## config.mk

```make
export PLATFORM = sky130hd
export DESIGN_NAME = blk_ilv_sched
export DESIGN_NICKNAME = d
export VERILOG_FILES = /design/src/rtl/blk_ilv_pkg.sv /design/src/rtl/blk_rr_pick.sv /design/src/rtl/blk_free_pick.sv /design/src/rtl/blk_ilv_sched.sv
export SDC_FILE = /design/constraint.sdc
export NUM_CORES = 1
export LEC_CHECK = 0
export BUFFER_PORTS_ARGS = -buffer_cell sky130_fd_sc_hd__buf_2
export CAP_MARGIN = 20
export CORE_MARGIN = 2
export CORE_UTILIZATION = 55
export DETAILED_ROUTE_END_ITERATION = 8
export PLACE_DENSITY = 0.81
export SLEW_MARGIN = 10
export SYNTH_ARGS = -nofsm -noshare
export SYNTH_HDL_FRONTEND = slang
export SYNTH_SLANG_ARGS = --single-unit
export TNS_END_PERCENT = 100
```

## constraint.sdc

```tcl
create_clock -name clk -period 4.2 [get_ports clk]
set_input_delay 0.63 -clock clk [delete_from_list [all_inputs] [get_ports clk]]
set_output_delay 0.63 -clock clk [all_outputs]
set_load 0.01 [all_outputs]
```

## src/rtl/blk_ilv_pkg.sv

```systemverilog
package blk_ilv_pkg;
    parameter int ID_W  = 8;
    parameter int SEQ_W = 8;
    parameter int CNT_W = 4;

    typedef struct packed {
        logic             vld;
        logic             infl;
        logic [CNT_W-1:0] rem;
        logic [CNT_W-1:0] idx;
        logic [ID_W-1:0]  id;
        logic [SEQ_W-1:0] seq;
    } slot_t;
endpackage

```

## src/rtl/blk_rr_pick.sv

```systemverilog
module blk_rr_pick #(
    parameter int N  = 4,
    parameter int SW = $clog2(N)
) (
    input  logic [N-1:0]  req,
    input  logic [SW-1:0] ptr,
    output logic          gnt_vld,
    output logic [SW-1:0] gnt_idx
);
    // scan from the far end so the nearest ready slot after ptr wins
    always_comb begin
        gnt_vld = 1'b0;
        gnt_idx = '0;
        for (int off = N - 1; off >= 0; off--) begin
            automatic int k = int'(ptr) + off;
            if (k >= N) k = k - N;
            if (req[k]) begin
                gnt_vld = 1'b1;
                gnt_idx = SW'(k);
            end
        end
    end
endmodule

```

## src/rtl/blk_free_pick.sv

```systemverilog
module blk_free_pick #(
    parameter int N  = 4,
    parameter int SW = $clog2(N)
) (
    input  logic [N-1:0]  free,
    output logic          any,
    output logic [SW-1:0] idx
);
    always_comb begin
        any = 1'b0;
        idx = '0;
        for (int i = N - 1; i >= 0; i--) begin
            if (free[i]) begin
                any = 1'b1;
                idx = SW'(i);
            end
        end
    end
endmodule

```

## src/rtl/blk_ilv_sched.sv

```systemverilog
module blk_ilv_sched
    import blk_ilv_pkg::*;
#(
    parameter int NSLOT = 4,
    parameter int SW    = $clog2(NSLOT)
) (
    input  logic             clk,
    input  logic             rst_n,
    input  logic             in_vld,
    output logic             in_rdy,
    input  logic [ID_W-1:0]  in_id,
    input  logic [SEQ_W-1:0] in_seq,
    input  logic [CNT_W-1:0] in_nblk,
    output logic             iss_vld,
    output logic [SW-1:0]    iss_tag,
    output logic [ID_W-1:0]  iss_id,
    output logic [CNT_W-1:0] iss_blk,
    input  logic             cmp_vld,
    input  logic [SW-1:0]    cmp_tag,
    output logic             done_vld,
    output logic [ID_W-1:0]  done_id,
    output logic [SEQ_W-1:0] done_seq
);
    typedef struct packed {
        slot_t [NSLOT-1:0] slot;
        logic [SW-1:0]     ptr;
        logic              iss_vld;
        logic [SW-1:0]     iss_tag;
        logic [ID_W-1:0]   iss_id;
        logic [CNT_W-1:0]  iss_blk;
        logic              done_vld;
        logic [ID_W-1:0]   done_id;
        logic [SEQ_W-1:0]  done_seq;
    } st_t;

    st_t cq, cd;

    logic [NSLOT-1:0] elig, free;
    logic             gnt_vld, free_any;
    logic [SW-1:0]    gnt_idx, free_idx;

    for (genvar g = 0; g < NSLOT; g++) begin : g_flags
        assign elig[g] = cq.slot[g].vld && !cq.slot[g].infl && (cq.slot[g].rem != '0);
        assign free[g] = !cq.slot[g].vld;
    end

    blk_rr_pick #(.N(NSLOT), .SW(SW)) u_rr (
        .req(elig), .ptr(cq.ptr), .gnt_vld(gnt_vld), .gnt_idx(gnt_idx)
    );

    blk_free_pick #(.N(NSLOT), .SW(SW)) u_free (
        .free(free), .any(free_any), .idx(free_idx)
    );

    assign in_rdy = free_any;

    always_comb begin
        cd          = cq;
        cd.iss_vld  = 1'b0;
        cd.done_vld = 1'b0;
        // completion: the engine has returned a block for this slot
        if (cmp_vld) begin
            cd.slot[cmp_tag].infl = 1'b0;
            if (cq.slot[cmp_tag].rem == '0) begin
                cd.slot[cmp_tag].vld = 1'b0;
                cd.done_vld          = 1'b1;
                cd.done_id           = cq.slot[cmp_tag].id;
                cd.done_seq          = cq.slot[cmp_tag].seq;
            end
        end
        // issue: one block per cycle from the granted slot
        if (gnt_vld) begin
            cd.slot[gnt_idx].infl = 1'b1;
            cd.slot[gnt_idx].rem  = cq.slot[gnt_idx].rem - 1'b1;
            cd.slot[gnt_idx].idx  = cq.slot[gnt_idx].idx + 1'b1;
            cd.iss_vld            = 1'b1;
            cd.iss_tag            = gnt_idx;
            cd.iss_id             = cq.slot[gnt_idx].id;
            cd.iss_blk            = cq.slot[gnt_idx].idx;
            cd.ptr                = (gnt_idx == SW'(NSLOT - 1)) ? '0 : gnt_idx + 1'b1;
        end
        // ingest into the lowest free slot
        if (in_vld && free_any) begin
            cd.slot[free_idx].vld  = 1'b1;
            cd.slot[free_idx].infl = 1'b0;
            cd.slot[free_idx].rem  = in_nblk;
            cd.slot[free_idx].idx  = '0;
            cd.slot[free_idx].id   = in_id;
            cd.slot[free_idx].seq  = in_seq;
        end
    end

    always_ff @(posedge clk or negedge rst_n) begin
        if (!rst_n) cq <= '0;
        else        cq <= cd;
    end

    assign iss_vld  = cq.iss_vld;
    assign iss_tag  = cq.iss_tag;
    assign iss_id   = cq.iss_id;
    assign iss_blk  = cq.iss_blk;
    assign done_vld = cq.done_vld;
    assign done_id  = cq.done_id;
    assign done_seq = cq.done_seq;


    cmp_infl_chk: assert property (@(posedge clk) disable iff (!rst_n)
        cmp_vld |-> cq.slot[cmp_tag].infl);


    done_src_chk: assert property (@(posedge clk) disable iff (!rst_n)
        done_vld |-> $past(cmp_vld));


    ingest_take_chk: assert property (@(posedge clk) disable iff (!rst_n)
        (in_vld && in_rdy) |=> cq.slot[$past(free_idx)].vld);


    iss_elig_chk: assert property (@(posedge clk) disable iff (!rst_n)
        iss_vld |-> $past(|elig));
endmodule

```

==> summary.txt <==
Outcome
  – Status: complete, no violations

Place
  – Final estimated routing congestion in global placement: a little over 0.9
  – Half-perimeter wire length after placement: 10,570 microns
  – Instance area after placement: 7101 sq um
  – Count of buffers from port buffering: just under 60

Floorplanning
  – Placeable core region: about 12,000 sq um
  – Top-level I/O count: 59
  – Floorplan die area: 13,470 sq um
  – Std cell rows: 40
  – Die outline height: 116.0 microns
  – Initial standard-cell utilization of the core: 57.00%
  – Die span in x: 116.0 microns

Synth
  – Count leader, synth: nand2_1
  – Cell taking the most area after synthesis: dfrtp_1
  – Number of register bits inferred by synthesis: 138
  – Share of synthesized flip-flops with an asynchronous set or reset: 100.0%
  – Share of synthesized cell area in and, or, nand and nor gates: 19.37%
  – Netlist area before placement: 6904 sq um
  – Largest cells by area after synthesis: dfrtp_1, nand2_1, mux2_2, mux4_2, buf_4
  – Number of flops mapped to enable cells by yosys: 0
  – Distinct cell type count of the synthesized netlist: 59
  – Top cells by count, synth: nand2_1, dfrtp_1, mux2_2, buf_4, clkbuf_1
  – Fraction of the yosys area taken by sequential cells: 50.02%
  – Yosys warnings: 0
  – Most used DFF post-synth: dfrtp_1
  – Combinational family with the most area after synthesis: simple AND/OR/NAND/NOR gates
  – Adder and majority gate portion of the synthesized area: under 10%
  – Synthesized area divided by synthesized cell count: 9.877 sq um
  – Top-area cell type share of the netlist area: 50.02%
  – Compound-Gate Fraction of Synth Area: 9.079%
  – Nets in the synthesized netlist: ~730
  – Fraction of synthesized cell area in xor and xnor cells: less than 1%
  – Fraction of synthesized area in multiplexers: 13.99%
  – Synthesized instance count: 699

Clock network
  – CTS sink count: 138
  – CTS hold repair buffers: 0
  – H-tree levels: 4
  – Clock transition at path regs: 0.06 ns
  – Library cell used as clock root buffer: clkbuf_16
  – Clock buffer count from CTS: 17
  – Setup bufs post-CTS: 0
  – TritonCTS clock tree: done
  – Clock latency on the worst-skew pair: 0.43 ns
  – Count of instances resized after the clock tree is built: 0
  – Max Root-Sink Buffers: 2

Worst setup path
  – Worst Path Class, Setup: reg2reg
  – Critical Path Max Stage Delay: 0.57 ns
  – Maximum fanout along the worst path: 15
  – Endpoint type of the worst setup path: flip-flop
  – List of cells traversed by the critical path: or4_4 -> a211oi_2 -> o32ai_4 -> nor2_8 -> buf_4 -> mux2i_1 -> mux2_2 -> inv_2 -> ha_1 -> xnor2_1 -> a211oi_1
  – Startpoint Class: flip-flop
  – Buffers and inverters on the worst path: 2
  – Worst Path Required: 4.48 ns
  – Arrival time at the worst endpoint: approximately 3.7 ns
  – Kind of cell adding the most delay to the critical path: simple AND/OR/NAND/NOR gates
  – Max stage delay cell, worst path: or4_4

STA
  – RSZ-0062 raised after global routing: false
  – Min Clock Period, post-route: approximately 3.4 ns
  – Number of hold-slack violations in the final timing report: 0
  – Max-slew violation count: 0
  – Max Fclk: 292.8 MHz
  – Total negative setup slack: 0 ns
  – Transition time of the tightest slew-check pin: 0.9666 ns
  – Worst rel slew slack: between 30% and 40%
  – Final setup violation count: 0
  – Max Clock Skew: 0.006716 ns
  – Final period utilization: 81.31%

Job
  – Number of maximum-capacitance violations: 0

Cells and area
  – Layout Cell Area excl Fill: 7756 sq um
  – Antenna diode count: 0
  – Share of cells above drive strength 1: 23.84%
  – Share of the core filled with cells in the final layout: 64.04%
  – Number of nets at the end of the flow: roughly 750
  – Area added between synthesis and finish: 12.34%

Power and ir drop
  – Power Density: 1040 nW/um^2
  – Maximum ir drop on the vdd rail: 0.0004400 V
  – Leakage: between 0.003 and 0.004 uW
  – Design Power: approximately 8000 uW

Routing
  – Detail-routed via count per cell: 5.852
  – Iter 0 DRT Violations: between 400 and 500
  – Total DRC errors in the routed layout: 0
  – Number of vias after detailed routing: 5,255
  – Post-DRT Antenna Nets: 0
  – Wirelength per Cell: 18.69 microns
  – First drt pass iteration count: 5
  – Routed wire length: 16,790 microns

Global routing
  – Total routing resource utilization after global routing: 26.65%
  – Via count of the first global-routing pass: around 5,400
  – Pin count of the biggest net entering global routing: 118
  – Sum of overflow across all layers after global routing: 0
  – Antenna violations before repair: 0
  – Wire length of the first global-routing pass: around 27,000 microns

Worst hold path
  – Worst min-delay path category: in2async
-- layout by cell type, fill, tap and decap left out, types with 5 or more instances in the layout --
| cell | instances |
|---|---|
| clkbuf_16 | 17 |
| mux2i_1 | 20 |
| a211oi_1 | 8 |
| o21ai_0 | 22 |
| nand2_1 | 232 |
| nor3_1 | 5 |
| a21oi_1 | 18 |
| mux2_2 | 36 |
| mux4_2 | 16 |
| buf_2 | 57 |
| o21ai_1 | 18 |
| ha_1 | 6 |
| dfrtp_1 | 138 |
| and3_1 | 6 |
| nor2_1 | 17 |
| buf_4 | 12 |
| nand3_1 | 14 |
-- worst reg2reg max path: stages, from the launching register on --
cell      delay (ns)
dfrtp_1         0.40
or4_4           0.57
a211oi_2        0.33
o32ai_4         0.20
nor2_8          0.25
buf_4           0.29
mux2i_1         0.25
mux2_2          0.24
inv_2           0.09
ha_1            0.21
xnor2_1         0.29
a211oi_1        0.14
-- per-stage QoR --
step	worst slack (ns)	cells	hold slack (ns)
after floorplan	1.266	699	0.3344
after global placement	1.011	865	0.4527
after detailed placement	0.8356	865	0.4598
after CTS	0.7977	897	0.4130
after global routing	0.6526	898	0.1554
final	0.7852	898	0.1239
-- cell type report --
class                      count  area (sq um)
timing repair buffer          71         414.1
clock buffer                  20         456.7
clock inverter                12         171.4
inverter                       7         26.28
multi-input combinational    482          3024
fill                         956          4355
tap                          168         210.2
sequential                   138          3453
-- path summary, 6_finish.rpt --
| check | to | depth (start not counted) | start | slack (ns) |
|---|---|---|---|---|
| worst max register to register | cq[130]$_DFF_PN0_ | 11 | cq[56]$_DFF_PN0_ | 0.79 |
| worst min register to register | iss_id[1]$_DFFE_PN0N_ | 2 | iss_id[1]$_DFFE_PN0N_ | 0.47 |
| max in group asynchronous | done_seq[3]$_DFFE_PN0P_ | 3 | rst_n | 3.04 |
| min in group clk | cq[92]$_DFFE_PN0P_ | 3 | in_seq[6] | 0.44 |
| worst min-delay path | cq[80]$_DFF_PN0_ | 1 | rst_n | 0.12 |
| worst max-delay path | cq[130]$_DFF_PN0_ | 11 | cq[56]$_DFF_PN0_ | 0.79 |
-- routing by layer --
layer  part of all wire (%)  routed length [microns]  up-vias  global-route usage [%]
met5                      0                        0        -                       0
met4                    2.0                      329        0                   11.83
met3                    6.4                     1078       31                   6.485
met2                     50                     8399      216                   43.12
met1                     42                     6980     2629                   34.35
li1                       -                        -     2379                       -
-- registers in the layout (all words and copies together), names as in the netlist --
register	cells
iss_vld	1
cq	106
done_vld	1
done_seq	8
done_id	8
iss_id	8
iss_blk	4
iss_tag	2
-- kinds of logic after synthesis --
kind of cell	count (synthesis)
AO/OA/AOI/OAI	96
flip-flops	138
XOR/XNOR	1
multiplexers	72
buffers and inverters	79
adder cells (fa/ha/maj)	6
AND/OR/NAND/NOR	307
-- power by group --
group / internal, uW / switching [uW]
Clock: 1020 / 569
Sequential: 2020 / 445
Combinational: 1610 / 2410
Note: power is estimated with default switching activity, not from simulation.
